==> config.mk <==
export PLATFORM = sky130hd
export DESIGN_NAME = rr_bus_tracker
export DESIGN_NICKNAME = d
export VERILOG_FILES = /design/src/rtl/rrb_pkg.sv /design/src/rtl/rrb_req_sample.sv /design/src/rtl/rrb_pick.sv /design/src/rtl/rrb_own_state.sv /design/src/rtl/rr_bus_tracker.sv
export SDC_FILE = /design/constraint.sdc
export NUM_CORES = 1
export LEC_CHECK = 0
export BUFFER_PORTS_ARGS = -buffer_cell sky130_fd_sc_hd__buf_4
export CAP_MARGIN = 10
export CORE_UTILIZATION = 45
export DETAILED_ROUTE_END_ITERATION = 16
export SLEW_MARGIN = 10
export SYNTH_ARGS = -nofsm -noshare
export SYNTH_HDL_FRONTEND = slang
export SYNTH_HIERARCHICAL = 1
export SYNTH_SLANG_ARGS = --single-unit
export TNS_END_PERCENT = 10
==> constraint.sdc <==
create_clock -name clk -period 8.7 [get_ports clk]
set_clock_uncertainty 0.15 [all_clocks]
set_input_delay 1.74 -clock clk [delete_from_list [all_inputs] [get_ports clk]]
set_output_delay 1.74 -clock clk [all_outputs]
set_load 0.01 [all_outputs]
==> src/rtl/rrb_pkg.sv <==
package rrb_pkg;
  typedef enum logic {
    ST_IDLE = 1'b0,
    ST_BUSY = 1'b1
  } own_st_t;
endpackage

==> src/rtl/rrb_req_sample.sv <==
// Registers the shared active-low request lines as active-high flags and
// drops lines that belong to agents beyond the configured count.
module rrb_req_sample #(
  parameter int N  = 4,
  parameter int CW = 3
) (
  input  logic          clk,
  input  logic          rst,
  input  logic [N-1:0]  breq_n,
  input  logic [CW-1:0] cnt_eff,
  output logic [N-1:0]  req_q
);
  logic [N-1:0] live;

  for (genvar g = 0; g < N; g++) begin : g_mask
    assign live[g] = (CW'(g) < cnt_eff);
  end

  always_ff @(posedge clk) begin
    if (rst) req_q <= '0;
    else     req_q <= ~breq_n & live;
  end
endmodule

==> src/rtl/rrb_pick.sv <==
// Finds the first set request, scanning from last+1 with wrap at cnt_eff.
module rrb_pick #(
  parameter int N  = 4,
  parameter int IW = 2,
  parameter int CW = 3
) (
  input  logic [N-1:0]  req,
  input  logic [IW-1:0] last,
  input  logic [CW-1:0] cnt_eff,
  output logic [IW-1:0] win,
  output logic          any
);
  int unsigned cnt_i;
  int unsigned start;

  always_comb begin
    cnt_i = int'(cnt_eff);
    start = int'(last) + 1;
    if (start >= cnt_i) start = 0;
  end

  always_comb begin
    int unsigned idx;
    logic found;
    found = 1'b0;
    win   = last;
    for (int i = 0; i < N; i++) begin
      idx = start + i;
      if (idx >= cnt_i) idx = idx - cnt_i;
      if (!found && (i < cnt_i) && req[IW'(idx)]) begin
        found = 1'b1;
        win   = IW'(idx);
      end
    end
    any = |req;
  end
endmodule

==> src/rtl/rrb_own_state.sv <==
// Holds the last-owner ID and the busy/idle state; decides grants.
module rrb_own_state
  import rrb_pkg::*;
#(
  parameter int N  = 4,
  parameter int IW = 2,
  parameter int CW = 3
) (
  input  logic          clk,
  input  logic          rst,
  input  logic [N-1:0]  req_q,
  input  logic [CW-1:0] cnt_eff,
  input  logic [IW-1:0] my_id,
  input  logic [IW-1:0] win,
  input  logic          any,
  output logic [IW-1:0] owner_q,
  output logic          busy_q,
  output logic          mine_q
);
  own_st_t      st_q, st_n;
  logic [IW-1:0] rot_n;
  logic          owner_holds;

  assign owner_holds = req_q[owner_q];

  always_comb begin
    st_n  = st_q;
    rot_n = owner_q;
    unique case (st_q)
      ST_IDLE: begin
        if (any) begin
          st_n  = ST_BUSY;
          rot_n = win;
        end
      end
      ST_BUSY: begin
        if (!owner_holds) begin
          if (any) rot_n = win;
          else     st_n  = ST_IDLE;
        end
      end
      default: st_n = ST_IDLE;
    endcase
  end

  always_ff @(posedge clk) begin
    if (rst) begin
      st_q    <= ST_IDLE;
      owner_q <= IW'(cnt_eff - CW'(1));
      mine_q  <= 1'b0;
    end else begin
      st_q    <= st_n;
      owner_q <= rot_n;
      mine_q  <= (st_n == ST_BUSY) && (rot_n == my_id);
    end
  end

  assign busy_q = (st_q == ST_BUSY);
endmodule

==> src/rtl/rr_bus_tracker.sv <==
module rr_bus_tracker #(
  parameter int N_AGENTS = 4,
  parameter int ID_W     = (N_AGENTS > 1) ? $clog2(N_AGENTS) : 1,
  parameter int CNT_W    = $clog2(N_AGENTS + 1)
) (
  input  logic                clk,
  input  logic                rst,
  input  logic [N_AGENTS-1:0] breq_n,
  input  logic [ID_W-1:0]     my_id,
  input  logic [CNT_W-1:0]    agent_cnt,
  output logic [ID_W-1:0]     owner_id,
  output logic                bus_busy,
  output logic                i_own
);
  localparam logic [CNT_W-1:0] MAX_CNT = CNT_W'(N_AGENTS);

  logic [CNT_W-1:0]    cnt_eff;
  logic [N_AGENTS-1:0] req_q;
  logic [ID_W-1:0]     win;
  logic                any;

  assign cnt_eff = ((agent_cnt == '0) || (agent_cnt > MAX_CNT)) ? MAX_CNT : agent_cnt;

  rrb_req_sample #(.N(N_AGENTS), .CW(CNT_W)) u_sample (
    .clk(clk), .rst(rst), .breq_n(breq_n), .cnt_eff(cnt_eff), .req_q(req_q)
  );

  rrb_pick #(.N(N_AGENTS), .IW(ID_W), .CW(CNT_W)) u_pick (
    .req(req_q), .last(owner_id), .cnt_eff(cnt_eff), .win(win), .any(any)
  );

  rrb_own_state #(.N(N_AGENTS), .IW(ID_W), .CW(CNT_W)) u_state (
    .clk(clk), .rst(rst), .req_q(req_q), .cnt_eff(cnt_eff), .my_id(my_id),
    .win(win), .any(any), .owner_q(owner_id), .busy_q(bus_busy), .mine_q(i_own)
  );
endmodule

==> metrics <==
CTS H-tree lvls=1; status=completed; async set-or-reset flop fraction in the synthesized netlist=0; total die area=3360 um2; initial antenna violation count=0; Post-CTS Setup Bufs=0; DP Cell Count=193; DIE HEIGHT=a little under 60 um; DRC=0; gr ovfl total=0; number of synthesized flops with an enable pin=0; IO Count=15; Hold Crit Start=u_state/owner_q[0]$_DFF_P_; CTS tree=done; adder-cell area share of the yosys netlist=0.216; worst-margin pin slew=0.457 ns; clock sink count=8; post-route insts no fill=196; cts-stage hold buffer count=0; Site Rows=19; Startpoint Class=input pin; Detailed Routing Iterations Pass 1=4; Avg Inst Size Synth=9.54 um2; CP max FO=11; number of DRC markers in iteration 0=57; R2R Setup Slk=3.29 ns; global-route usage over all layers=0.217; Reg clk slew, reported paths=0.05 ns; routed wire length=3230 um; mux cell area share after synthesis=0.197; fin crit share=0.832; reg2reg end=u_state/mine_q$_SDFF_PP0_; post-synth top area cell=ha_1; critical path capture point type=flip-flop; first-pass GRT wire length=5680 um; Synth top area share=0.160; Hold Path Sink=u_state/owner_q[0]$_DFF_P_; Slew Viols, Final=0; # diodes=0; Mapped Cells=148; Fin. Hold Viols=0; max_cap viols=0; xor and xnor area share after synthesis=0.0186; cts repair resizes=0; synth top area cells=ha_1 16%, dfxtp_1 11%, mux2i_1 11%, fa_1 5.7%, mux2_2 4.8%; unique cell type count in the Yosys netlist=58; GP Congestion=0.849; Synth Flop Type=dfxtp_1; Vias/cell=6.03; Arr. time, crit path=~7.3 ns; DRT antenna net count=0; Hold Path Depth=2; Routed WL per cell=16.5 um; core area=2850 um2; Layout Nets=200; largest family of logic cells by synthesized area=adder cells; Synth Area in Compound Gates=0.209; Cell Area, Synth=1410 um2; Slew headroom=0.693; r2r startpoint=u_state/owner_q[0]$_DFF_P_; Min-Delay Path Class=flip-flop to flip-flop; HPWL after DPL=2570 um; share of cells above drive strength 1=0.273; Seq/Total Area, Yosys=0.113; vias in the first global route=1,229; Layout area overhead=11.8%; Mapped Nets=around 180; Vias=1,182; worst skew pair latency=0.25 ns; fill count=263; Fin Setup TNS=0 ns; largest net degree at the start of global routing=12; Achievable Freq=138 MHz; RSZ-0062 raised after global routing=false; post-synthesis simple-gate area fraction=0.213; Bufs on Longest Clock Path=2; Clock Tree Root=clkbuf_4; Setup Crit Path Kind=input pin to flip-flop; YS warnings=6; Num CTS Buffers=3; FF+latch count, synth=8; min Tclk post-route=7.24 ns; Die W=just under 60 um; final setup violation count=0; R2R cell count=16; critical path data required time=8.72 ns; Initial Util=0.495; PortBufs=14
==> cell usage after synthesis (all sizes together) (3+ instances only) <==
cell type,n
and2,4
ha,18
nand2,5
nor2,4
nor3,7
mux2,10
nand3,5
dfxtp,8
a22oi,3
mux2i,15
a21oi,7
inv,10
nor2b,4
fa,4
and2b,3
nand2b,3
==> worst max-delay path by stage <==
stage                                      endpoint  cells past startpoint    startpoint
after floorplan           u_state/mine_q$_SDFF_PP0_                     19  agent_cnt[1]
after global placement    u_state/mine_q$_SDFF_PP0_                     20  agent_cnt[1]
after detailed placement  u_state/mine_q$_SDFF_PP0_                     20  agent_cnt[1]
after CTS                 u_state/mine_q$_SDFF_PP0_                     20  agent_cnt[1]
after global routing      u_state/mine_q$_SDFF_PP0_                     24  agent_cnt[1]
final                     u_state/mine_q$_SDFF_PP0_                     20  agent_cnt[1]
==> area by class of cell <==
cell class | instances | area [um2] | area share
Multi-Input combinational cell | 129 | 1200 | 0.764
Sequential cell | 8 | 160 | 0.102
Timing Repair Buffer | 14 | 105 | 0.0666
Inverter | 11 | 46.3 | 0.0293
Tap cell | 31 | 38.8 | 0.0246
Clock buffer | 3 | 22.5 | 0.0143
==> per-layer routing <==
layer	vias to the layer above	part of all wire	track usage
met4	0	0	0.0476
met1	566	0.51	0.309
met5	-	0	0
met2	19	0.47	0.342
met3	0	0.024	0.0402
li1	597	-	-
==> sequential cells by signal, indices dropped and copies added, names as in the netlist <==
register	count
u_state/owner_q	2
u_state/mine_q	1
u_state/busy_q	1
u_sample/req_q	4
==> layout by cell type (no fill, tap or decap), types with 2 or more instances in the layout <==
cell,synthesis,final
ha_1,18,18
mux2i_1,15,15
buf_4,0,14
inv_1,9,9
dfxtp_1,8,8
mux2_2,6,6
a21oi_1,6,6
nand2_1,5,5
nand3_1,5,5
mux2_4,4,4
nor2_1,4,4
and2_1,4,4
fa_1,4,4
nor3_2,4,4
clkbuf_4,0,3
nor2b_1,3,3
nor3_1,3,3
nand2b_1,2,2
xor2_1,2,2
o2bb2ai_1,2,2
o32a_1,2,2
a21boi_0,2,2
a22oi_1,2,2
and3_1,2,2
==> worst max-delay path, stage by stage <==
cell and delay [ns]:
buf_4 0.11, or2_1 0.22, ha_1 0.28, and2b_2 0.41
inv_1 0.19, ha_1 0.23, a21o_1 0.18, a311o_2 0.42
ha_1 0.38, nand2b_4 0.18, a221oi_4 0.28, mux2i_1 0.40
mux2_2 0.42, mux2_4 0.31, o31a_1 0.38, o21a_1 0.13
o211ai_1 0.31, nand3_1 0.12, mux2_4 0.28, a221oi_2 0.27
==> per-stage QoR <==
step	hold WS, ns	instance area (um2)	setup slack [ns]	utilization
3_3_place_gp	0.636	1560	1.26	0.545
5_1_grt	0.729	1580	1.13	0.553
2_1_floorplan	0.580	1410	1.94	-
4_1_cts	0.663	1580	1.48	0.553
6_report	0.643	1580	1.46	0.553
3_5_place_dp	0.648	1560	1.23	0.545
==> kinds of logic after synthesis <==
| group | after synthesis |
|---|---|
| and+or+nand+nor | 45 |
| AOI/OAI and AO/OA | 34 |
| muxes | 25 |
| adders and majority gates | 22 |
| buffers and inverters | 11 |
| DFF | 8 |
| xor gates and xnor gates | 3 |
Power is not shown: default switching activity piles up to over one toggle a cycle in this logic, so the estimate is an artifact.
